===== src/rtl/prio_irq_pkg.sv =====
`timescale 1ns/1ps
package prio_irq_pkg;
  localparam int unsigned NUM_LINES = 15;
  localparam int unsigned PORT_W    = 16;
  localparam int unsigned ADDR_W    = 5;
  localparam int unsigned LVL_W     = 4;
  localparam int unsigned TMR_LINE  = 3;

  typedef enum logic {MODE_INT = 1'b0, MODE_CLK = 1'b1} ctl_mode_e;
endpackage


===== src/rtl/prio_irq_port.sv =====
`timescale 1ns/1ps
module prio_irq_port #(
  parameter int unsigned PW = 16,
  localparam int unsigned IW = $clog2(PW)
) (
  input  logic          clk,
  input  logic          rst,
  input  logic          we,
  input  logic [IW-1:0] widx,
  input  logic          wval,
  input  logic [IW-1:0] ridx,
  input  logic [PW-1:0] pads,
  output logic [PW-1:0] drv,
  output logic [PW-1:0] oe,
  output logic          rval
);
  logic [PW-1:0] drv_q, oe_q;

  always_ff @(posedge clk) begin
    if (rst) begin
      drv_q <= '0;
      oe_q  <= '0;
    end else if (we) begin
      drv_q[widx] <= wval;
      oe_q[widx]  <= 1'b1;
    end
  end

  assign rval = oe_q[ridx] ? drv_q[ridx] : pads[ridx];
  assign drv  = drv_q;
  assign oe   = oe_q;
endmodule


===== src/rtl/prio_irq_ctl.sv =====
`timescale 1ns/1ps
module prio_irq_ctl
  import prio_irq_pkg::*;
#(
  parameter int unsigned NL = 15,
  parameter int unsigned IW = 4
) (
  input  logic          clk,
  input  logic          rst,
  input  logic          we,
  input  logic [IW-1:0] widx,
  input  logic          wval,
  output ctl_mode_e     mode,
  output logic [NL:1]   mask
);
  ctl_mode_e   mode_q;
  logic [NL:1] mask_q;

  always_ff @(posedge clk) begin
    if (rst) begin
      mode_q <= MODE_INT;
      mask_q <= '0;
    end else if (we) begin
      if (widx == '0) begin
        mode_q <= ctl_mode_e'(wval);
      end else if (mode_q == MODE_INT) begin
        for (int i = 1; i <= NL; i++)
          if (widx == IW'(i)) mask_q[i] <= wval;
      end else if (widx == IW'(NL) && !wval) begin
        mask_q <= '0;
      end
    end
  end

  assign mode = mode_q;
  assign mask = mask_q;
endmodule


===== src/rtl/prio_irq_gather.sv =====
`timescale 1ns/1ps
module prio_irq_gather #(
  parameter int unsigned NL = 15,
  parameter int unsigned TL = 3,
  parameter int unsigned LW = 4
) (
  input  logic          clk,
  input  logic          rst,
  input  logic [NL:1]   line_n,
  input  logic [NL:1]   is_out,
  input  logic          tmr_en,
  input  logic          tmr_pend,
  input  logic [NL:1]   mask,
  output logic [NL:1]   act,
  output logic          req,
  output logic [LW-1:0] lvl
);
  logic [NL:1]   act_q;
  logic [NL:1]   hot;
  logic [LW-1:0] win;
  logic          req_q;
  logic [LW-1:0] lvl_q;

  for (genvar g = 1; g <= NL; g++) begin : g_line
    if (g == TL) begin : g_tmr
      always_ff @(posedge clk) begin
        if (rst)         act_q[g] <= 1'b0;
        else if (tmr_en) act_q[g] <= tmr_pend;
        else             act_q[g] <= ~is_out[g] & ~line_n[g];
      end
    end else begin : g_pad
      always_ff @(posedge clk) begin
        if (rst) act_q[g] <= 1'b0;
        else     act_q[g] <= ~is_out[g] & ~line_n[g];
      end
    end
  end

  assign hot = act_q & mask;

  always_comb begin
    win = '0;
    for (int i = NL; i >= 1; i--)
      if (hot[i]) win = LW'(i);
  end

  always_ff @(posedge clk) begin
    if (rst) begin
      req_q <= 1'b0;
      lvl_q <= '0;
    end else begin
      req_q <= |hot;
      lvl_q <= win;
    end
  end

  assign act = act_q;
  assign req = req_q;
  assign lvl = lvl_q;
endmodule


===== src/rtl/prio_irq_ctrl.sv =====
`timescale 1ns/1ps
module prio_irq_ctrl
  import prio_irq_pkg::*;
#(
  parameter int unsigned NL = NUM_LINES,
  parameter int unsigned PW = PORT_W,
  parameter int unsigned AW = ADDR_W,
  parameter int unsigned LW = LVL_W,
  parameter int unsigned TL = TMR_LINE
) (
  input  logic          clk,
  input  logic          rst,
  input  logic          wr_en,
  input  logic [AW-1:0] wr_addr,
  input  logic          wr_bit,
  input  logic [AW-1:0] rd_addr,
  output logic          rd_bit,
  input  logic [PW-1:0] pin_in,
  output logic [PW-1:0] pin_out,
  output logic [PW-1:0] pin_oe,
  input  logic          timer_en,
  input  logic          timer_pend,
  output logic          irq,
  output logic [LW-1:0] level
);
  localparam int unsigned IW = AW - 1;

  logic          wr_pin, wr_ctl;
  logic [IW-1:0] widx, ridx;
  logic          port_rval;
  ctl_mode_e     mode_w;
  logic [NL:1]   mask_w;
  logic [NL:1]   act_w;
  logic          rd_q;
  logic          rd_nxt;

  assign wr_pin = wr_en &  wr_addr[AW-1];
  assign wr_ctl = wr_en & ~wr_addr[AW-1];
  assign widx   = wr_addr[IW-1:0];
  assign ridx   = rd_addr[IW-1:0];

  prio_irq_port #(.PW(PW)) u_port (
    .clk(clk), .rst(rst), .we(wr_pin), .widx(widx), .wval(wr_bit),
    .ridx(ridx), .pads(pin_in), .drv(pin_out), .oe(pin_oe), .rval(port_rval)
  );

  prio_irq_ctl #(.NL(NL), .IW(IW)) u_ctl (
    .clk(clk), .rst(rst), .we(wr_ctl), .widx(widx), .wval(wr_bit),
    .mode(mode_w), .mask(mask_w)
  );

  prio_irq_gather #(.NL(NL), .TL(TL), .LW(LW)) u_gather (
    .clk(clk), .rst(rst), .line_n(pin_in[NL:1]), .is_out(pin_oe[NL:1]),
    .tmr_en(timer_en), .tmr_pend(timer_pend), .mask(mask_w),
    .act(act_w), .req(irq), .lvl(level)
  );

  always_comb begin
    rd_nxt = 1'b0;
    if (rd_addr[AW-1]) begin
      rd_nxt = port_rval;
    end else if (ridx == '0) begin
      rd_nxt = (mode_w == MODE_CLK);
    end else begin
      for (int i = 1; i <= NL; i++)
        if (ridx == IW'(i)) rd_nxt = act_w[i];
    end
  end

  always_ff @(posedge clk) begin
    if (rst) rd_q <= 1'b0;
    else     rd_q <= rd_nxt;
  end

  assign rd_bit = rd_q;
endmodule


===== config.mk =====
export PLATFORM = sky130hd
export DESIGN_NAME = prio_irq_ctrl
export DESIGN_NICKNAME = d
export VERILOG_FILES = /design/src/rtl/prio_irq_pkg.sv /design/src/rtl/prio_irq_port.sv /design/src/rtl/prio_irq_ctl.sv /design/src/rtl/prio_irq_gather.sv /design/src/rtl/prio_irq_ctrl.sv
export SDC_FILE = /design/constraint.sdc
export NUM_CORES = 1
export LEC_CHECK = 0
export ABC_AREA = 1
export BUFFER_PORTS_ARGS = -buffer_cell sky130_fd_sc_hd__clkbuf_2
export CORE_MARGIN = 2
export CORE_UTILIZATION = 30
export DETAILED_ROUTE_END_ITERATION = 8
export HOLD_SLACK_MARGIN = 0.08
export SLEW_MARGIN = 20
export SYNTH_ARGS = -nofsm -noshare
export SYNTH_HDL_FRONTEND = slang
export SYNTH_SLANG_ARGS = --single-unit

===== constraint.sdc =====
create_clock -name clk -period 2.37 [get_ports clk]
set_clock_uncertainty 0.15 [all_clocks]
set_input_delay 0.711 -clock clk [delete_from_list [all_inputs] [get_ports clk]]
set_output_delay 0.711 -clock clk [all_outputs]
set_load 0.02 [all_outputs]

### Word-level counts from Yosys, hierarchy flattened

Cells that the tools add are included.

* output and inout bits: 38
* input bits: 32
* register bits: 69

* equal/unequal tests: 31
* bitwise logic cells: 51
* $lt $le $gt $ge: 3
* reduce and logical (&&, ||, !) cells: 40
* muxes and demuxes: 60

Operators by type and width (number)
* equality test 4 bit (second input constant): 16
* AND reduction 4 bit: 15
* 2-to-1 mux 1 bit: 39
* equality test 4 x 3 -> 1 bit (second input constant): 8
* 2-to-1 mux 4 bit: 8
* inverter 1 bit: 32
* 2-to-1 mux 15 bit: 2
* nonzero test 2 bit: 15
* bitwise AND 1 bit: 17
* bitwise mux 16 bit: 1
* equality test 4 x 2 -> 1 bit (second input constant): 4
* OR 16 bit: 1
* bitwise AND 15 bit: 1
* OR reduction 15 bit: 1
* binary-select mux 1 bit (select 4 bit): 3
* 2-to-1 mux 3 bit: 4
* less-than comparator 4 x 5 -> 1 bit (second input constant): 2
* equality test 4 x 1 -> 1 bit (second input constant): 2
* logical NOT 4 bit: 2
* OR reduction 8 bit: 1
* demux 1 bit (select 4 bit): 1
* >= comparator 4 x 1 -> 1 bit (second input constant): 1
* 2-to-1 mux 2 bit: 2
* OR reduction 4 bit: 1
* 5 further kinds: 6

### Depth between registers and ports, before layout

* word-level depth: 18
* mapped depth: 16
* depth with buffers taken out: 16

### Modules after synthesis

From an unflattened synthesis, not the netlist that was laid out.

* cell total of the unflattened synthesis: 578
* area, all modules: 3656.0 um2

Modules (own cells, without submodules)
* prio_irq_port: cells each 273, area each 1669.1 um2, times used 1
* prio_irq_ctl: cells each 152, area each 935.9 um2, times used 1
* prio_irq_gather: cells each 94, area each 770.7 um2, times used 1
* prio_irq_ctrl: cells each 59, area each 280.3 um2, times used 1

### Worst setup path after synthesis

Ideal clock, no wire load.

* kind: input-to-reg
* start: input port wr_bit
* end: register u_ctl.mask_q, in the netlist u_ctl.mask[7]
* arrival: 1.693 ns
* setup time: 0.122 ns
* slack: 0.405 ns
* data required time: 2.098 ns
* stages on the path: 8
* path through: clkbuf_1 > inv_2 > a21oi_1 > nor3_2 > buf_2 > o21ai_0 > o21ai_0 > a21oi_1

* word-level cells in the longest chain between the ends: 4
* elaborated cells on any way between the ends: 6
* classes of those cells: eq/ne (1); mux (2); reduce/logical (3)

Ends and longest elaborated chain
* start, declared: line prio_irq_ctrl.sv:15 `input logic wr_bit,`
* logical NOT 1 bit: line prio_irq_ctl.sv:29 `end else if (widx == IW'(NL) && !wval) begin`
* logical AND 1 bit: line prio_irq_ctl.sv:29
* != test 2 bit (no line)
* AND reduction 4 bit (no line)
* end signal, assigned by index: line prio_irq_ctl.sv:28 `if (widx == IW'(i)) mask_q[i] <= wval;`
* end, declared: line prio_irq_ctl.sv:17 `logic [NL:1] mask_q;`

Parallel ways exist; a longest one is shown, timed or not. The select of a mux whose other input is x is not followed.
A chain may end at the register's enable or synchronous reset.

### Final worst setup path

* start: register u_ctl.mode_q, in the netlist u_ctl.mode
* end: register u_ctl.mask_q, in the netlist u_ctl.mask[3]

* word-level cells in the longest chain between the ends: 2
* elaborated cells on any way between the ends: 4
* classes of those cells: eq/ne (1); mux (1); reduce/logical (2)

Ends and longest elaborated chain
* start, declared: line prio_irq_ctl.sv:16 `ctl_mode_e mode_q;`
* start signal, assigned: line prio_irq_ctl.sv:25 `mode_q <= ctl_mode_e'(wval);`
* != test 2 bit (no line) / nonzero test 2 bit (equally long branches)
* AND reduction 4 bit (no line)

Parallel ways exist; a longest one is shown, timed or not.

==> metrics.csv <==
metric;value;unit
hold_buffers;0;
drive_above_1_share;19.14;%
grt_overflow;0;
antennaDiodeCount;0;
die_w;107.7;um
gp_congestion;0.9010;
routed-via-count;3314;
synth_top_area_share;42.86;%
dp_hpwl;7916;um
critPathCaptureType;register;
syn_avg_cell_area;7.007;um2
slew_headroom;36.94;%
postPlaceCellArea;3701;um2
finalHoldViolCount;0;
seq_area_frac_synth;42.86;%
grt.total_usage;18.17;%
core;10370;um2
irDropWorstVdd;0.2738;mV
htreeDepth;3;
cp.arrival;2.08;ns
final_cell_area;3918;um2
final-seq-area;1381;um2
drv_cap;0;
finalSetupTns;0;ns
period_share;81.89;%
instances_no_fill;669;
yosysWarnings;0;
syn-num-nets;492;
powerDensity;644.3;nW/um2
clock.fmax;515.3;MHz
ant_nets;0;
min_period;1.941;ns
ys.flop_type;dfxtp_1;
cts_tree;built;
grt_setup_unrepaired;false;
p_leak;0.001660;uW
synth_edf_count;0;
syn_inst;460;
postLayoutCoreUtil;37.78;%
tightest_slew;0.9424;ns
final_nets;560;
cts_root_buf;clkbuf_8;
dieArea;11590;um2
synthesis.area;3223;um2
cts.sinks;69;
synth_commonest_cells;nand2_1 (113), dfxtp_1 (69), a21oi_1 (57), inv_1 (50), nor2_1 (36);
setup_viol;0;
drt-total-wl;10300;um
maxSlewViolCount;0;
synth.most_common_cell;nand2_1;
start_util;31.08;%
numCtsBuffers;9;
synthTopCellsByArea;dfxtp_1 (43%), nand2_1 (13%), a21oi_1 (8.9%);
detail_route.first_pass.iterations;5;
clk_latency;0.35;ns
multiInputGateArea;1536;um2
area_growth;21.55;%
synth_cell_types;28;
ctsLongestPathBuffers;2;
cts_setup_buffers;0;
min_path_type;reg -> reg;
power.total;2524;uW
synth-seq-cells;69;
cts_resized;0;
grt_pass1_wl;16220;um
wl_per_cell;15.39;um
first_global_vias;3113;
dp_cells;653;
status;finished, final reports clean;
via_per_inst;4.954;
synth_top_cell_by_area;dfxtp_1;
clk_pin_slew;0.08;ns
num_io_pins;70;
num_rows;37;
first_iter_violations;171;
path_class;reg -> reg;
crit_fanout;17;
async_reset_ff_share;0;%
grt_start_max_net_pins;38;
antenna_found_initial;0;
fp.dieH;107.7;um
portBuffers;69;
critPathRequiredTime;2.50;ns
start_kind;register;
drc;0;
fill_cells;1143;
report_power, final:
group	leakage [uW]	total (uW)	switching, uW	internal, uW
Sequential	0.000561	1210	22.7	1190
Clock	0.000104	1070	470	597
Combinational	0.000995	246	166	80.4
critical path, stage by stage, from the launching register on:
cell and delay [ns]:
dfxtp_1 0.70, inv_1 0.17, a21oi_1 0.18, nor3_2 0.05, buf_4 0.18, o21ai_0 0.16, o21ai_0 0.14, a21oi_1 0.15
per-layer routing:
layer	track usage, %	routed length [um]	share of wire, %
met1	24.91	4708	46
met4	4.487	94	0.91
met3	3.148	606	5.9
met2	29.60	4886	47
met5	0	0	0
cell usage in the layout (no fill, tap or decap), types with 2 or more instances in the layout:
| cell type | synthesis | final |
|---|---|---|
| nand2_1 | 113 | 113 |
| clkbuf_2 | 0 | 69 |
| dfxtp_1 | 69 | 69 |
| a21oi_1 | 57 | 57 |
| inv_1 | 50 | 50 |
| nor2_1 | 36 | 36 |
| o21ai_0 | 31 | 31 |
| a22oi_1 | 22 | 22 |
| nand3_1 | 21 | 21 |
| nor3_1 | 16 | 16 |
| clkbuf_8 | 0 | 9 |
| buf_4 | 0 | 6 |
| inv_2 | 4 | 4 |
| nor2_4 | 3 | 3 |
| nand4_1 | 3 | 3 |
| o21ai_1 | 3 | 3 |
| a31oi_1 | 2 | 2 |
| nor4_1 | 2 | 2 |
| clkbuf_1 | 13 | 2 |
| clkinv_4 | 0 | 2 |
| bufinv_16 | 0 | 2 |
worst paths after layout:
kind,depth (start not counted),from,to,slack [ns]
max reg2reg,7,u_ctl.mode,u_ctl.mask[3],0.43
min reg2reg,2,u_ctl.mask[11],u_ctl.mask[11],0.30
max,7,u_ctl.mode,u_ctl.mask[3],0.43
min,2,u_ctl.mask[11],u_ctl.mask[11],0.30
cell families after synthesis:
family | Yosys count | synth area share, %
buf+inv | 73 | 9.472
flops | 69 | 42.86
compound gates | 121 | 21.66
simple gates | 197 | 26.01
stage by stage:
step                      hold slack, ns  worst slack (ns)
after floorplan                   0.2738            0.4053
after global placement            0.2854            0.1228
after detailed placement          0.2892           0.08608
after CTS                         0.2997            0.4337
after global routing              0.3246            0.2773
final                             0.3016            0.4292
flip-flops by register name (all words and copies together), names as in the netlist:
register	cells
u_ctl.mode	1
u_port.drv	16
u_gather.req	1
u_port.oe	16
rd_bit	1
u_gather.lvl	4
u_gather.act	15
u_ctl.mask	15
area by class of cell:
class	count	area share (%)
Inverter	54	5.174
Clock buffer	11	3.354
Tap cell	136	4.344
Sequential cell	69	35.26
Multi-Input combinational cell	318	39.22
Clock inverter	5	2.172
Timing Repair Buffer	76	10.48
(Power assumes the default switching activity.)
